--- src/rtl/dircc_pkg.sv ---
package dircc_pkg;
    localparam logic [2:0] K_DATA  = 3'd1;
    localparam logic [2:0] K_WACK  = 3'd2;
    localparam logic [2:0] K_RETRY = 3'd3;
    localparam logic [2:0] K_INV   = 3'd4;
    localparam logic [2:0] K_WBREQ = 3'd5;

    typedef enum logic [1:0] {
        HS_UNC = 2'd0,
        HS_SHR = 2'd1,
        HS_DTY = 2'd2
    } home_e;

    typedef enum logic [1:0] {
        PH_IDLE = 2'd0,
        PH_INV  = 2'd1,
        PH_WB   = 2'd2
    } phase_e;
endpackage

--- src/rtl/dir_entry_store.sv ---
module dir_entry_store import dircc_pkg::*; #(
    parameter int NODES  = 4,
    parameter int BLOCKS = 8,
    parameter int DW     = 16,
    localparam int BW    = $clog2(BLOCKS)
) (
    input  logic             clk,
    input  logic             rst_n,
    input  logic [BW-1:0]    rd_blk,
    output home_e            rd_st,
    output logic [NODES-1:0] rd_map,
    output logic [DW-1:0]    rd_data,
    input  logic [BW-1:0]    pb_blk,
    output logic [DW-1:0]    pb_data,
    input  logic             a_we,
    input  logic [BW-1:0]    a_blk,
    input  home_e            a_st,
    input  logic [NODES-1:0] a_map,
    input  logic             b_we,
    input  logic             b_dwe,
    input  logic [BW-1:0]    b_blk,
    input  home_e            b_st,
    input  logic [NODES-1:0] b_map,
    input  logic [DW-1:0]    b_data
);
    typedef struct packed {
        home_e            st;
        logic [NODES-1:0] map;
        logic [DW-1:0]    data;
    } entry_t;

    entry_t ent_q [BLOCKS];
    entry_t ent_d [BLOCKS];

    // Port A (request path) and port B (completion path) never address
    // the same block: requests to the pending block are refused.
    always_comb begin
        for (int i = 0; i < BLOCKS; i++) begin
            ent_d[i] = ent_q[i];
            if (a_we && a_blk == BW'(i)) begin
                ent_d[i].st  = a_st;
                ent_d[i].map = a_map;
            end
            if (b_we && b_blk == BW'(i)) begin
                ent_d[i].st  = b_st;
                ent_d[i].map = b_map;
                if (b_dwe) ent_d[i].data = b_data;
            end
        end
    end

    always_ff @(posedge clk) begin
        for (int i = 0; i < BLOCKS; i++) begin
            if (!rst_n) ent_q[i] <= '0;
            else        ent_q[i] <= ent_d[i];
        end
    end

    assign rd_st   = ent_q[rd_blk].st;
    assign rd_map  = ent_q[rd_blk].map;
    assign rd_data = ent_q[rd_blk].data;
    assign pb_data = ent_q[pb_blk].data;
endmodule

--- src/rtl/dir_ack_tracker.sv ---
module dir_ack_tracker #(
    parameter int NODES = 4,
    localparam int NW   = $clog2(NODES),
    localparam int CW   = $clog2(NODES + 1)
) (
    input  logic             clk,
    input  logic             rst_n,
    input  logic             load,
    input  logic [NODES-1:0] load_mask,
    input  logic             ack_valid,
    input  logic [NW-1:0]    ack_node,
    output logic [CW-1:0]    cnt,
    output logic [NODES-1:0] left,
    output logic             last
);
    typedef struct packed {
        logic [CW-1:0]    cnt;
        logic [NODES-1:0] left;
    } trk_t;

    trk_t t_q, t_d;
    logic hit;
    logic [CW-1:0] pc;

    always_comb begin
        pc = '0;
        for (int i = 0; i < NODES; i++) pc = pc + CW'(load_mask[i]);
    end

    assign hit  = ack_valid && t_q.left[ack_node];
    assign last = hit && (t_q.cnt == CW'(1));

    always_comb begin
        t_d = t_q;
        if (load) begin
            t_d.cnt  = pc;
            t_d.left = load_mask;
        end else if (hit) begin
            t_d.cnt            = t_q.cnt - CW'(1);
            t_d.left[ack_node] = 1'b0;
        end
    end

    always_ff @(posedge clk) begin
        if (!rst_n) t_q <= '0;
        else        t_q <= t_d;
    end

    assign cnt  = t_q.cnt;
    assign left = t_q.left;
endmodule

--- src/rtl/dir_fullmap_home.sv ---
module dir_fullmap_home import dircc_pkg::*; #(
    parameter int NODES  = 4,
    parameter int BLOCKS = 8,
    parameter int DW     = 16,
    localparam int NW    = $clog2(NODES),
    localparam int BW    = $clog2(BLOCKS),
    localparam int CW    = $clog2(NODES + 1)
) (
    input  logic             clk,
    input  logic             rst_n,
    input  logic             fwd_en,
    input  logic             req_valid,
    input  logic             req_write,
    input  logic [NW-1:0]    req_node,
    input  logic [BW-1:0]    req_blk,
    input  logic             ack_valid,
    input  logic [NW-1:0]    ack_node,
    input  logic             wb_valid,
    input  logic [NW-1:0]    wb_node,
    input  logic [DW-1:0]    wb_data,
    output logic             rsp_valid,
    output logic [2:0]       rsp_kind,
    output logic [NW-1:0]    rsp_node,
    output logic [BW-1:0]    rsp_blk,
    output logic [DW-1:0]    rsp_data,
    output logic             cmd_valid,
    output logic [2:0]       cmd_kind,
    output logic [NODES-1:0] cmd_mask,
    output logic [NW-1:0]    cmd_node,
    output logic [BW-1:0]    cmd_blk,
    output logic             cmd_fwd,
    output logic             gnt_valid,
    output logic [2:0]       gnt_kind,
    output logic [NW-1:0]    gnt_node,
    output logic [BW-1:0]    gnt_blk,
    output logic [DW-1:0]    gnt_data
);
    typedef struct packed {
        phase_e        ph;
        logic          wr;
        logic          fwd;
        logic [NW-1:0] node;
        logic [NW-1:0] owner;
        logic [BW-1:0] blk;
    } pend_t;

    typedef struct packed {
        logic             rsp_valid;
        logic [2:0]       rsp_kind;
        logic [NW-1:0]    rsp_node;
        logic [BW-1:0]    rsp_blk;
        logic [DW-1:0]    rsp_data;
        logic             cmd_valid;
        logic [2:0]       cmd_kind;
        logic [NODES-1:0] cmd_mask;
        logic [NW-1:0]    cmd_node;
        logic [BW-1:0]    cmd_blk;
        logic             cmd_fwd;
        logic             gnt_valid;
        logic [2:0]       gnt_kind;
        logic [NW-1:0]    gnt_node;
        logic [BW-1:0]    gnt_blk;
        logic [DW-1:0]    gnt_data;
    } out_t;

    typedef struct packed {
        pend_t p;
        out_t  o;
    } ctl_t;

    ctl_t s_q, s_d;

    // directory store wiring
    home_e            rd_st;
    logic [NODES-1:0] rd_map;
    logic [DW-1:0]    rd_data;
    logic [DW-1:0]    pb_data;
    logic             a_we, b_we, b_dwe;
    home_e            a_st, b_st;
    logic [NODES-1:0] a_map, b_map;
    logic [BW-1:0]    b_blk;
    logic [DW-1:0]    b_data;

    // ack tracker wiring
    logic             trk_load;
    logic [NODES-1:0] trk_lmask;
    logic [CW-1:0]    trk_cnt;
    logic [NODES-1:0] trk_left;
    logic             trk_last;

    // request-side helpers
    logic [NODES-1:0] req_bit, others;
    logic [NW-1:0]    owner_idx;
    logic             go_wb, go_inv, wb_hit;
    logic             busy_w;
    logic [BW-1:0]    pend_blk_w;

    dir_entry_store #(.NODES(NODES), .BLOCKS(BLOCKS), .DW(DW)) u_store (
        .clk(clk), .rst_n(rst_n),
        .rd_blk(req_blk), .rd_st(rd_st), .rd_map(rd_map), .rd_data(rd_data),
        .pb_blk(s_q.p.blk), .pb_data(pb_data),
        .a_we(a_we), .a_blk(req_blk), .a_st(a_st), .a_map(a_map),
        .b_we(b_we), .b_dwe(b_dwe), .b_blk(b_blk), .b_st(b_st),
        .b_map(b_map), .b_data(b_data)
    );

    dir_ack_tracker #(.NODES(NODES)) u_trk (
        .clk(clk), .rst_n(rst_n),
        .load(trk_load), .load_mask(trk_lmask),
        .ack_valid(ack_valid), .ack_node(ack_node),
        .cnt(trk_cnt), .left(trk_left), .last(trk_last)
    );

    assign busy_w     = (s_q.p.ph != PH_IDLE);
    assign pend_blk_w = s_q.p.blk;
    assign req_bit    = NODES'(1) << req_node;
    assign others     = rd_map & ~req_bit;
    assign wb_hit     = (s_q.p.ph == PH_WB) && wb_valid && (wb_node == s_q.p.owner);

    always_comb begin
        owner_idx = '0;
        for (int i = 0; i < NODES; i++)
            if (rd_map[i]) owner_idx = NW'(i);
    end

    always_comb begin
        s_d             = s_q;
        s_d.o.rsp_valid = 1'b0;
        s_d.o.cmd_valid = 1'b0;
        s_d.o.gnt_valid = 1'b0;
        a_we      = 1'b0;
        a_st      = HS_SHR;
        a_map     = rd_map | req_bit;
        b_we      = 1'b0;
        b_dwe     = 1'b0;
        b_blk     = s_q.p.blk;
        b_st      = HS_DTY;
        b_map     = NODES'(1) << s_q.p.node;
        b_data    = wb_data;
        trk_load  = 1'b0;
        trk_lmask = others;
        go_wb     = 1'b0;
        go_inv    = 1'b0;

        // ---------------- request path ----------------
        if (req_valid) begin
            s_d.o.rsp_node = req_node;
            s_d.o.rsp_blk  = req_blk;
            s_d.o.rsp_data = rd_data;
            s_d.o.rsp_kind = K_RETRY;
            if (busy_w && s_q.p.blk == req_blk) begin
                s_d.o.rsp_valid = 1'b1;
            end else if (!req_write) begin
                if (rd_st != HS_DTY) begin
                    s_d.o.rsp_valid = 1'b1;
                    s_d.o.rsp_kind  = K_DATA;
                    a_we            = 1'b1;
                    a_st            = HS_SHR;
                    a_map           = rd_map | req_bit;
                end else if (busy_w) begin
                    s_d.o.rsp_valid = 1'b1;
                end else begin
                    go_wb = 1'b1;
                end
            end else begin
                if (rd_st == HS_UNC || (rd_st == HS_SHR && others == '0)) begin
                    s_d.o.rsp_valid = 1'b1;
                    s_d.o.rsp_kind  = K_WACK;
                    a_we            = 1'b1;
                    a_st            = HS_DTY;
                    a_map           = req_bit;
                end else if (busy_w) begin
                    s_d.o.rsp_valid = 1'b1;
                end else if (rd_st == HS_SHR) begin
                    go_inv = 1'b1;
                end else begin
                    go_wb = 1'b1;
                end
            end
        end

        if (go_wb || go_inv) begin
            s_d.p.ph        = go_wb ? PH_WB : PH_INV;
            s_d.p.wr        = req_write;
            s_d.p.fwd       = go_wb && fwd_en;
            s_d.p.node      = req_node;
            s_d.p.owner     = owner_idx;
            s_d.p.blk       = req_blk;
            s_d.o.cmd_valid = 1'b1;
            s_d.o.cmd_kind  = go_wb ? K_WBREQ : K_INV;
            s_d.o.cmd_mask  = go_wb ? rd_map : others;
            s_d.o.cmd_node  = req_node;
            s_d.o.cmd_blk   = req_blk;
            s_d.o.cmd_fwd   = go_wb && fwd_en;
            trk_load        = go_inv;
        end

        // ---------------- completion path ----------------
        if (s_q.p.ph == PH_INV && trk_last) begin
            b_we            = 1'b1;
            b_st            = HS_DTY;
            b_map           = NODES'(1) << s_q.p.node;
            s_d.p.ph        = PH_IDLE;
            s_d.o.gnt_valid = 1'b1;
            s_d.o.gnt_kind  = K_WACK;
            s_d.o.gnt_node  = s_q.p.node;
            s_d.o.gnt_blk   = s_q.p.blk;
            s_d.o.gnt_data  = pb_data;
        end

        if (wb_hit) begin
            b_we   = 1'b1;
            b_dwe  = 1'b1;
            b_data = wb_data;
            if (s_q.p.wr) begin
                b_st  = HS_DTY;
                b_map = NODES'(1) << s_q.p.node;
            end else begin
                b_st  = HS_SHR;
                b_map = (NODES'(1) << s_q.p.node) | (NODES'(1) << s_q.p.owner);
            end
            s_d.p.ph        = PH_IDLE;
            s_d.o.gnt_valid = !s_q.p.fwd;
            s_d.o.gnt_kind  = s_q.p.wr ? K_WACK : K_DATA;
            s_d.o.gnt_node  = s_q.p.node;
            s_d.o.gnt_blk   = s_q.p.blk;
            s_d.o.gnt_data  = wb_data;
        end
    end

    always_ff @(posedge clk) begin
        if (!rst_n) s_q <= '0;
        else        s_q <= s_d;
    end

    assign rsp_valid = s_q.o.rsp_valid;
    assign rsp_kind  = s_q.o.rsp_kind;
    assign rsp_node  = s_q.o.rsp_node;
    assign rsp_blk   = s_q.o.rsp_blk;
    assign rsp_data  = s_q.o.rsp_data;
    assign cmd_valid = s_q.o.cmd_valid;
    assign cmd_kind  = s_q.o.cmd_kind;
    assign cmd_mask  = s_q.o.cmd_mask;
    assign cmd_node  = s_q.o.cmd_node;
    assign cmd_blk   = s_q.o.cmd_blk;
    assign cmd_fwd   = s_q.o.cmd_fwd;
    assign gnt_valid = s_q.o.gnt_valid;
    assign gnt_kind  = s_q.o.gnt_kind;
    assign gnt_node  = s_q.o.gnt_node;
    assign gnt_blk   = s_q.o.gnt_blk;
    assign gnt_data  = s_q.o.gnt_data;
endmodule

--- config.mk ---
export PLATFORM = sky130hd
export DESIGN_NAME = dir_fullmap_home
export DESIGN_NICKNAME = d
export VERILOG_FILES = /design/src/rtl/dircc_pkg.sv /design/src/rtl/dir_entry_store.sv /design/src/rtl/dir_ack_tracker.sv /design/src/rtl/dir_fullmap_home.sv
export SDC_FILE = /design/constraint.sdc
export NUM_CORES = 1
export LEC_CHECK = 0
export BUFFER_PORTS_ARGS = -buffer_cell sky130_fd_sc_hd__buf_2
export CORE_AREA = 2 2 174 176
export CTS_CLUSTER_DIAMETER = 80
export CTS_CLUSTER_SIZE = 16
export DETAILED_ROUTE_END_ITERATION = 16
export DIE_AREA = 0 0 176 178
export PLACE_DENSITY = 0.71
export SKIP_LAST_GASP = 1
export SYNTH_ARGS = -nofsm -noshare
export SYNTH_HDL_FRONTEND = slang
export SYNTH_SLANG_ARGS = --single-unit
--- constraint.sdc ---
create_clock -name clk -period 4.55 [get_ports clk]
set_input_delay 0.91 -clock clk [delete_from_list [all_inputs] [get_ports clk]]
set_output_delay 0.91 -clock clk [all_outputs]
set_load 0.01 [all_outputs]
# After elaboration in Yosys (flattened, before gate mapping)

Memories as Yosys holds them, arrays and structs flattened. A register that Yosys moved wholly into a read port is not among the register bits.
Cells that the tools add are included.

Add/subtract/negate cells: 4
Multiplexer cells: 103
Bitwise logic cells: 23
Reduce and logical (&&, ||, !) cells: 53
Equality and inequality tests: 45
Shifts and indexed selects: 3
Order comparisons: 2

Operator list:

| operator                                                          | number |
|---|---|
| 16-bit 2-to-1 mux                                                 | 16 |
| 22-bit 2-to-1 mux                                                 | 8 |
| 6-bit 2-to-1 mux                                                  | 16 |
| 25-bit 2-to-1 mux                                                 | 2 |
| 1-bit 2-to-1 mux                                                  | 34 |
| 2-bit != test, second input constant                              | 17 |
| 4-bit 2-to-1 mux                                                  | 8 |
| 1-bit logical AND                                                 | 25 |
| 3-bit == test, second input constant                              | 8 |
| 3-bit AND reduction                                               | 8 |
| 2-bit 2-to-1 mux                                                  | 11 |
| 2-bit AND reduction                                               | 9 |
| 1-bit OR                                                          | 16 |
| 14-bit 2-to-1 mux                                                 | 1 |
| 7-bit 2-to-1 mux                                                  | 2 |
| 3-bit by 2-bit == test with 1-bit output, second input constant   | 4 |
| 1-bit by 2-bit left shift with 4-bit output, first input constant | 3 |
| 3-bit by 1-bit == test with 1-bit output, second input constant   | 3 |
| 3-bit 2-to-1 mux                                                  | 3 |
| 4-bit AND                                                         | 2 |
| 1-bit != test, second input constant                              | 8 |
| 4-bit NOT                                                         | 2 |
| 4-bit OR                                                          | 2 |
| 3-bit by 1-bit adder with 3-bit output                            | 2 |
| other kinds (18)                                                  | 23 |

Output and inout port bits: 64
Memories kept: 1
RAM bits: 176
Bits in registers: 76

Memories:

| name          | depth | width | rd ports | clocked after memory_dff | wr ports | line                  | source |
|---|---|---|---|---|---|---|---|
| u_store.ent_q | 8     | 22    | 2        | 1                        | 8        | dir_entry_store.sv:32 | `entry_t ent_q [BLOCKS];` |

# Longest topological paths before layout

Gate-level depths: netlist of run 1.

Depth after elaboration: 14
Gate-level depth with buffers: 14
Mapped depth without buffers: 9

# By module

From an unflattened synthesis of run 1, not the netlist that was laid out.

Cell total of the unflattened synthesis: 1003
Area total of the unflattened synthesis: 13093.8 um^2

By module, submodules not included:

| module           | instances | sequential area each (um^2) | cells an instance | area each (um^2) |
|---|---|---|---|---|
| dir_entry_store  | 1         | 5285.1                      | 578               | 9390.3 |
| dir_fullmap_home | 1         | 1321.3                      | 372               | 3244.4 |
| dir_ack_tracker  | 1         | 140.1                       | 53                | 459.2 |

# Least setup slack after synthesis of run 1

Ideal clock, no wire load.

Path type: input-to-reg
From: input port req_blk[0]
To: memory u_store.ent_q[7][16] (netlist bit), enable pin
Buffers on the path: 4
Arrival time: 3.763 ns
Path slack: 0.463 ns
Setup time: 0.324 ns
Cell stages on the path: 12
Cell sequence: buf_6 -> buf_2 -> buf_2 -> mux4_2 -> mux2_2 -> o21ai_0 -> ha_1 -> inv_1 -> or4b_4 -> nand3_4 -> buf_12 -> a311o_1

RTL lines:

| item        | line                   | source |
|---|---|---|
| from (decl) | dir_fullmap_home.sv:15 | `input logic [BW-1:0] req_blk,` |
| to (decl)   | dir_entry_store.sv:32  |  |

==> results.py, run 1 <==
metrics = {
    "critical_path": {
        "r2r-start": "u_trk.cnt[1]$_SDFFE_PN0P_",
        "r2r_slack_ps": 1240,
        "rr_worst_depth": 8,
        "crit_type": "primary input to flip-flop",
        "crit_fanout": 23,
        "cp_data_arrival_time_ps": 3890,
        "cp-startpoint": "req_blk[0]",
        "critPathCaptureType": "flip-flop",
        "start_kind": "primary input",
        "timing.rr.end": "u_store.ent_q[7][14]$_SDFFCE_PN0P_",
        "crit_required_ps": 4870,
    },
    "floorplanning": {
        "fp-row-count": 63,
        "fp.dieW_microns": 176,
        "dieHeight_microns": 178,
        "dieArea_sq_mm": 0.0313,
        "coreArea_sq_mm": 0.0294,
        "io_pins": 96,
        "initial_core_util_pct": 44.5,
    },
    "timing": {
        "skew_ps": 21.8,
        "hold_violations": 0,
        "max_slew.worst_pin.slew_ps": 1010,
        "min_period_over_period_pct": 78.6,
        "rsz0062_at_grt": "false",
        "finalSetupViolCount": 0,
        "timing.fmax_ghz": 0.280,
        "fin_crit_ps": 3580,
        "finalMaxSlewViolations": 0,
        "slew_headroom_pct": 32.5,
        "setup_tns_ps": 0,
    },
    "routing": {
        "vias": 8925,
        "drtAntennaViolNets": 0,
        "post_drt_wl_per_cell_microns": 22.9,
        "viasPerCell": 5.94,
        "wl_microns": 34400,
        "drt_iter0_drc": 1133,
        "first_pass_iters": 5,
        "remaining_drc_errors": 0,
    },
    "cells_and_area": {
        "fin_util_pct": 48.2,
        "multi_input_area_sq_mm": 0.00550,
        "diodes": 0,
        "drive_above_1_share_pct": 23.5,
        "nets": 1138,
        "seqCellArea_sq_mm": 0.00681,
        "final_cells": 1503,
        "syn_to_final_growth_pct": 8.31,
        "nFillCells": 2584,
    },
    "cts": {
        "cts_buffers": 19,
        "post_cts_buffers": 0,
        "cts-htree-levels": 1,
        "clk_latency_ps": 510,
        "hold_buffers": 0,
        "root_buffer": "clkbuf_16",
        "cts_resized": 0,
        "clockBufferDepth": 3,
        "clock-sinks": 252,
        "clkTransAtPathRegs_ps": 70,
        "cts_tree": "done",
    },
    "global_route": {
        "track_usage_pct": 22.3,
        "antenna_found_initial": 2,
        "grt_pass1_vias": 8841,
        "grt_pass1_wl_microns": 52600,
        "grt-ovfl-total": 0,
        "grt_max_degree": 44,
    },
    "yosys": {
        "syn_area_sq_mm": 0.0131,
        "synth_edf_count": 176,
        "ys_seq_area_share_pct": 52.0,
        "syn_inst": 1076,
        "synth_cell_types": 73,
        "postSynthAreaPerCell_sq_um": 12.2,
        "yosys_warnings": 0,
        "synth_top_area_share_pct": 40.4,
        "yosysTopAreaCell": "edfxtp_1",
        "synthTopCellsByArea": "edfxtp_1 40%, mux4_2 13%, dfxtp_1 12%, and2_1 6.3%, nor2_1 3.9%",
        "yosys_register_bits": 252,
        "synthArstFlopShare_pct": 0,
        "ys.flop_type": "edfxtp_1",
    },
    "flow_run": {
        "drv_cap": 0,
    },
    "power_and_ir_drop": {
        "total_power_mw": 4.80,
        "p_per_area_mw_per_mm2": 338,
        "p_leak_nw": 5.28,
        "peakVddDrop_v": 0.000256,
    },
    "min_path": {
        "hold_path.class": "flip-flop to flip-flop",
        "min_to": "gnt_node[1]$_SDFFE_PN0P_",
        "hold_path_depth": 2,
        "min_from": "gnt_node[1]$_SDFFE_PN0P_",
    },
    "placement": {
        "hpwl_microns": 21700,
        "place_inst": 1469,
        "gp_congestion": 0.916,
        "port_buffers": 92,
    },
    "run_status": {
        "status": "complete, no violations",
    },
}
metal layers:
layer / vias up / wire [microns] / track usage (%)
met3: 82 / 3070 / 3.52
li1: 3972 / - / -
met2: 446 / 16600 / 37.4
met1: 4421 / 13500 / 29.7
met4: 4 / 1160 / 7.92
met5: - / 27 / 0
synthesized netlist by cell type, types with 4 or more instances:
| cell type | n |
|---|---|
| mux4_2 | 73 |
| o31ai_1 | 6 |
| a32oi_1 | 5 |
| nand3_1 | 27 |
| edfxtp_1 | 176 |
| nor2b_1 | 12 |
| and2_1 | 132 |
| inv_1 | 17 |
| ha_1 | 5 |
| buf_2 | 12 |
| buf_4 | 60 |
| nand2b_1 | 5 |
| o21ai_1 | 4 |
| a211oi_2 | 5 |
| clkbuf_1 | 50 |
| dfxtp_1 | 76 |
| a211oi_1 | 45 |
| nor3_1 | 5 |
| nor2_1 | 135 |
| xor2_1 | 5 |
| buf_1 | 9 |
| mux2i_1 | 46 |
| o21ai_0 | 20 |
| a221oi_1 | 16 |
| nand2_1 | 37 |
| a21oi_1 | 24 |
| and3_1 | 4 |
logic make-up after synthesis:
kind of cell	after synthesis	synth area share, %
AOI/OAI and AO/OA	158	9.16
other	1	0.0286
buffers and inverters	152	6.37
and+or+nand+nor	376	14.7
xor gates and xnor gates	7	0.468
muxes	124	16.6
DFF	252	52.0
adders and majority gates	6	0.631
layout by cell type (no fill, tap or decap), drive strengths merged, types with 3 or more instances in the layout:
master and instances:
mux2 4, o211ai 3, nor3 5, nand3 28, inv 19, conb 3, ha 5, dfxtp 76
a32oi 7, nand2b 5, mux2i 47, o21ai 24, and3 4, and2 132, clkbuf 32, a211oi 50
o31ai 6, o22ai 3, a21oi 25, a31oi 3, edfxtp 176, buf 134, nor2b 12, mux4 73
nor2 139, a221oi 16, xor2 5, nand2 37
flip-flops by register name, indices dropped and copies added (netlist names), named ones only:
name	count
u_trk.left	4
cmd_node	2
s_q	5
cmd_mask	4
cmd_blk	3
gnt_node	2
rsp_valid	1
gnt_blk	3
gnt_kind	2
u_trk.cnt	3
rsp_kind	2
rsp_data	16
cmd_kind	2
cmd_valid	1
rsp_node	2
gnt_valid	1
gnt_data	16
u_store.ent_q	176
rsp_blk	3
cmd_fwd	1
worst max-delay path by stage:
stage / end / slack (ps)
after global routing: u_store.ent_q[5][17]$_SDFFCE_PN0P_ / 800
after floorplan: u_store.ent_q[7][16]$_SDFFCE_PN0P_ / 460
after detailed placement: u_store.ent_q[0][17]$_SDFFCE_PN0P_ / 480
after global placement: u_store.ent_q[7][19]$_SDFFCE_PN0P_ / 590
final: u_store.ent_q[5][17]$_SDFFCE_PN0P_ / 970
after CTS: u_store.ent_q[5][17]$_SDFFCE_PN0P_ / 1010
area by class of cell:
type,instances,area share [%]
Sequential cell,252,48.0
Multi-Input combinational cell,674,38.8
Timing Repair Buffer,134,5.49
Clock buffer,32,3.70
Tap cell,390,3.44
Inverter,19,0.503
Clock inverter,2,0.0971
through the flow:
stage	worst slack (ps)	hold slack [ps]	area, sq um
6_report	973	449	14200
5_1_grt	797	475	14200
4_1_cts	1010	452	14200
3_5_place_dp	480	443	13600
3_3_place_gp	588	435	13600
2_1_floorplan	463	432	13100
worst max-delay path, stage by stage:
cell      delay (ps)
buf_4            300
mux4_2           550
mux2_2           310
o21ai_0          160
ha_1             210
inv_1             60
or4b_4           560
nand3_4          220
a32oi_1          270
a211oi_1         320
power breakdown:
part           total, mW  switching (mW)  internal [mW]
registers           2.61          0.0702           2.54
logic              0.600           0.358          0.242
clock network       1.58           0.791          0.791
total               4.80            1.22           3.58
(Power assumes the default switching activity.)
==> run 2: changes to the inputs <==
PLACE_DENSITY = 0.73   (was 0.71)
clock period = 3.1 ns   (was 4.55 ns; I/O delays follow)
==> results.py, run 2 (synthesized netlist as in run 1, its figures left out) <==
metrics = {
    "run_status": {
        "status": "complete, no violations",
    },
    "critical_path": {
        "crit_type": "flip-flop to flip-flop",
        "critPathCaptureType": "flip-flop",
        "start_kind": "flip-flop",
        "timing.rr.end": "u_store.ent_q[5][16]$_SDFFCE_PN0P_",
        "crit_fanout": 14,
        "cp-endpoint": "u_store.ent_q[5][16]$_SDFFCE_PN0P_",
        "cp-startpoint": "u_store.ent_q[1][16]$_SDFFCE_PN0P_",
        "r2r_slack_ps": 90,
        "rr_worst_depth": 9,
        "cp_data_arrival_time_ps": 3340,
        "crit_required_ps": 3420,
        "r2r-start": "u_store.ent_q[1][16]$_SDFFCE_PN0P_",
    },
    "cts": {
        "hold_buffers": 0,
        "root_buffer": "clkbuf_16",
        "clk_latency_ps": 520,
        "clock-sinks": 252,
        "cts_buffers": 19,
        "cts-htree-levels": 1,
        "clockBufferDepth": 3,
        "clkTransAtPathRegs_ps": 90,
        "cts_tree": "done",
    },
    "cells_and_area": {
        "regMostFlops": "u_store.ent_q",
        "final_cells": 1570,
        "final_cell_mix": "176 x edfxtp_1, 135 x nor2_1, 132 x and2_1",
        "multi_input_area_sq_mm": 0.00558,
        "largest_reg_flops": 176,
        "nFillCells": 2525,
        "layout_commonest_cell": "edfxtp_1",
        "final_area_sq_mm": 0.0149,
        "drive_above_1_share_pct": 29.1,
        "nets": 1204,
        "seqCellArea_sq_mm": 0.00681,
        "syn_to_final_growth_pct": 13.5,
    },
    "routing": {
        "remaining_drc_errors": 0,
        "drtAntennaViolNets": 0,
        "drt_iter0_drc": 1035,
        "first_pass_iters": 5,
        "viasPerCell": 5.88,
        "vias": 9226,
        "wl_microns": 36000,
        "post_drt_wl_per_cell_microns": 22.9,
    },
    "timing": {
        "timing.fmax_ghz": 0.332,
        "finalSetupViolCount": 0,
        "finalMaxSlewViolations": 0,
        "slew_headroom_pct": 48.0,
        "min_period_over_period_pct": 97.2,
        "max_slew.worst_pin.slew_ps": 780,
        "hold_violations": 0,
        "fin_crit_ps": 3010,
        "skew_ps": 24.5,
    },
    "placement": {
        "dpl_cell_area_sq_mm": 0.0143,
        "port_buffers": 92,
        "place_inst": 1532,
        "hpwl_microns": 23600,
        "gp_congestion": 0.932,
    },
    "floorplanning": {
        "fp-row-count": 63,
        "dieHeight_microns": 178,
        "io_pins": 96,
        "fp.dieW_microns": 176,
        "initial_core_util_pct": 44.5,
        "dieArea_sq_mm": 0.0313,
        "coreArea_sq_mm": 0.0294,
    },
    "power_and_ir_drop": {
        "switching_share_pct": 25.6,
        "p_sw_mw": 1.86,
        "p_per_area_mw_per_mm2": 488,
        "power_frac_comb_pct": 14.4,
        "clockPowerShare_pct": 33.0,
        "power.share.sequential_pct": 52.6,
        "p_leak_nw": 5.67,
        "peakVddDrop_v": 0.000298,
        "intPower_mw": 5.39,
    },
    "global_route": {
        "grt_pass1_vias": 9089,
        "grt_max_degree": 63,
        "grt-ovfl-total": 0,
        "antenna_found_initial": 2,
        "grt_pass1_wl_microns": 54200,
        "track_usage_pct": 22.9,
    },
    "min_path": {
        "hold_path.class": "primary input to flip-flop",
    },
    "flow_run": {
        "drv_cap": 0,
    },
}
## run 2: cell count changes in the layout (fill, tap and decap cells not counted), sizes merged
cell    change
clkbuf      +1
diode       +1
buf        +66
clkinv      -1
## run 2: power by group through the flow
stage / combinational (mW) / sequential, mW / clock [mW]
after floorplan: 0.676 / 3.86 / 0
after global placement: 1.00 / 3.88 / 0
after detailed placement: 1.02 / 3.89 / 0
after CTS: 1.02 / 3.81 / 2.42
after global routing: 1.11 / 3.83 / 2.56
final: 1.04 / 3.81 / 2.40
## run 2: final cells by class
type,instances,area share [%]
Sequential cell,252,45.8
Multi-Input combinational cell,674,37.6
Timing Repair Buffer,200,9.08
Antenna cell,1,0.0168
Tap cell,390,3.28
Clock inverter,1,0.0589
Clock buffer,33,3.69
Inverter,19,0.480
## run 2: worst max-delay path, cell delays in order (launching register included)
cell and delay, ps:
edfxtp_1 430, mux4_2 460, mux2_2 290, o21ai_1 170, ha_4 180, inv_2 40
or4b_4 500, nand3_4 190, a32oi_1 250, a211oi_1 300
## run 2: timing repair
item	CTS	global route
gates resized for setup	0	4
buffers inserted	0	3
endpoints found under the setup margin	0	25
## run 2: metrics by stage
stage	setup WS, ps	utilization [%]	total power, mW	setup TNS, ps	hold slack (ps)
4_1_cts	101	50.4	7.26	0	335
6_report	88.1	50.5	7.25	0	358
3_5_place_dp	-299	48.5	4.91	-17570	448
5_1_grt	-7.30	50.5	7.49	-33.2	341
3_3_place_gp	-222	48.5	4.88	-12780	436
2_1_floorplan	-292	-	4.53	-15480	432
## run 2: how the worst min path moves through the flow
| stage | startpoint | to | slack [ps] | cells past startpoint |
|---|---|---|---|---|
| 4_1_cts | fwd_en | cmd_fwd$_SDFFE_PN0P_ | 330 | 3 |
| 6_report | fwd_en | cmd_fwd$_SDFFE_PN0P_ | 360 | 3 |
| 3_3_place_gp | gnt_blk[0]$_SDFFE_PN0P_ | gnt_blk[0]$_SDFFE_PN0P_ | 440 | 2 |
| 3_5_place_dp | gnt_node[1]$_SDFFE_PN0P_ | gnt_node[1]$_SDFFE_PN0P_ | 450 | 2 |
| 5_1_grt | fwd_en | cmd_fwd$_SDFFE_PN0P_ | 340 | 3 |
| 2_1_floorplan | gnt_node[0]$_SDFFE_PN0P_ | gnt_node[0]$_SDFFE_PN0P_ | 430 | 2 |
## run 2: metal layers
metal	routed length [microns]	up-vias	GRT usage (%)
met5	16	-	0
met4	1250	2	8.20
met3	2980	87	4.07
met2	17300	458	38.2
met1	14400	4572	30.1
li1	-	4107	-
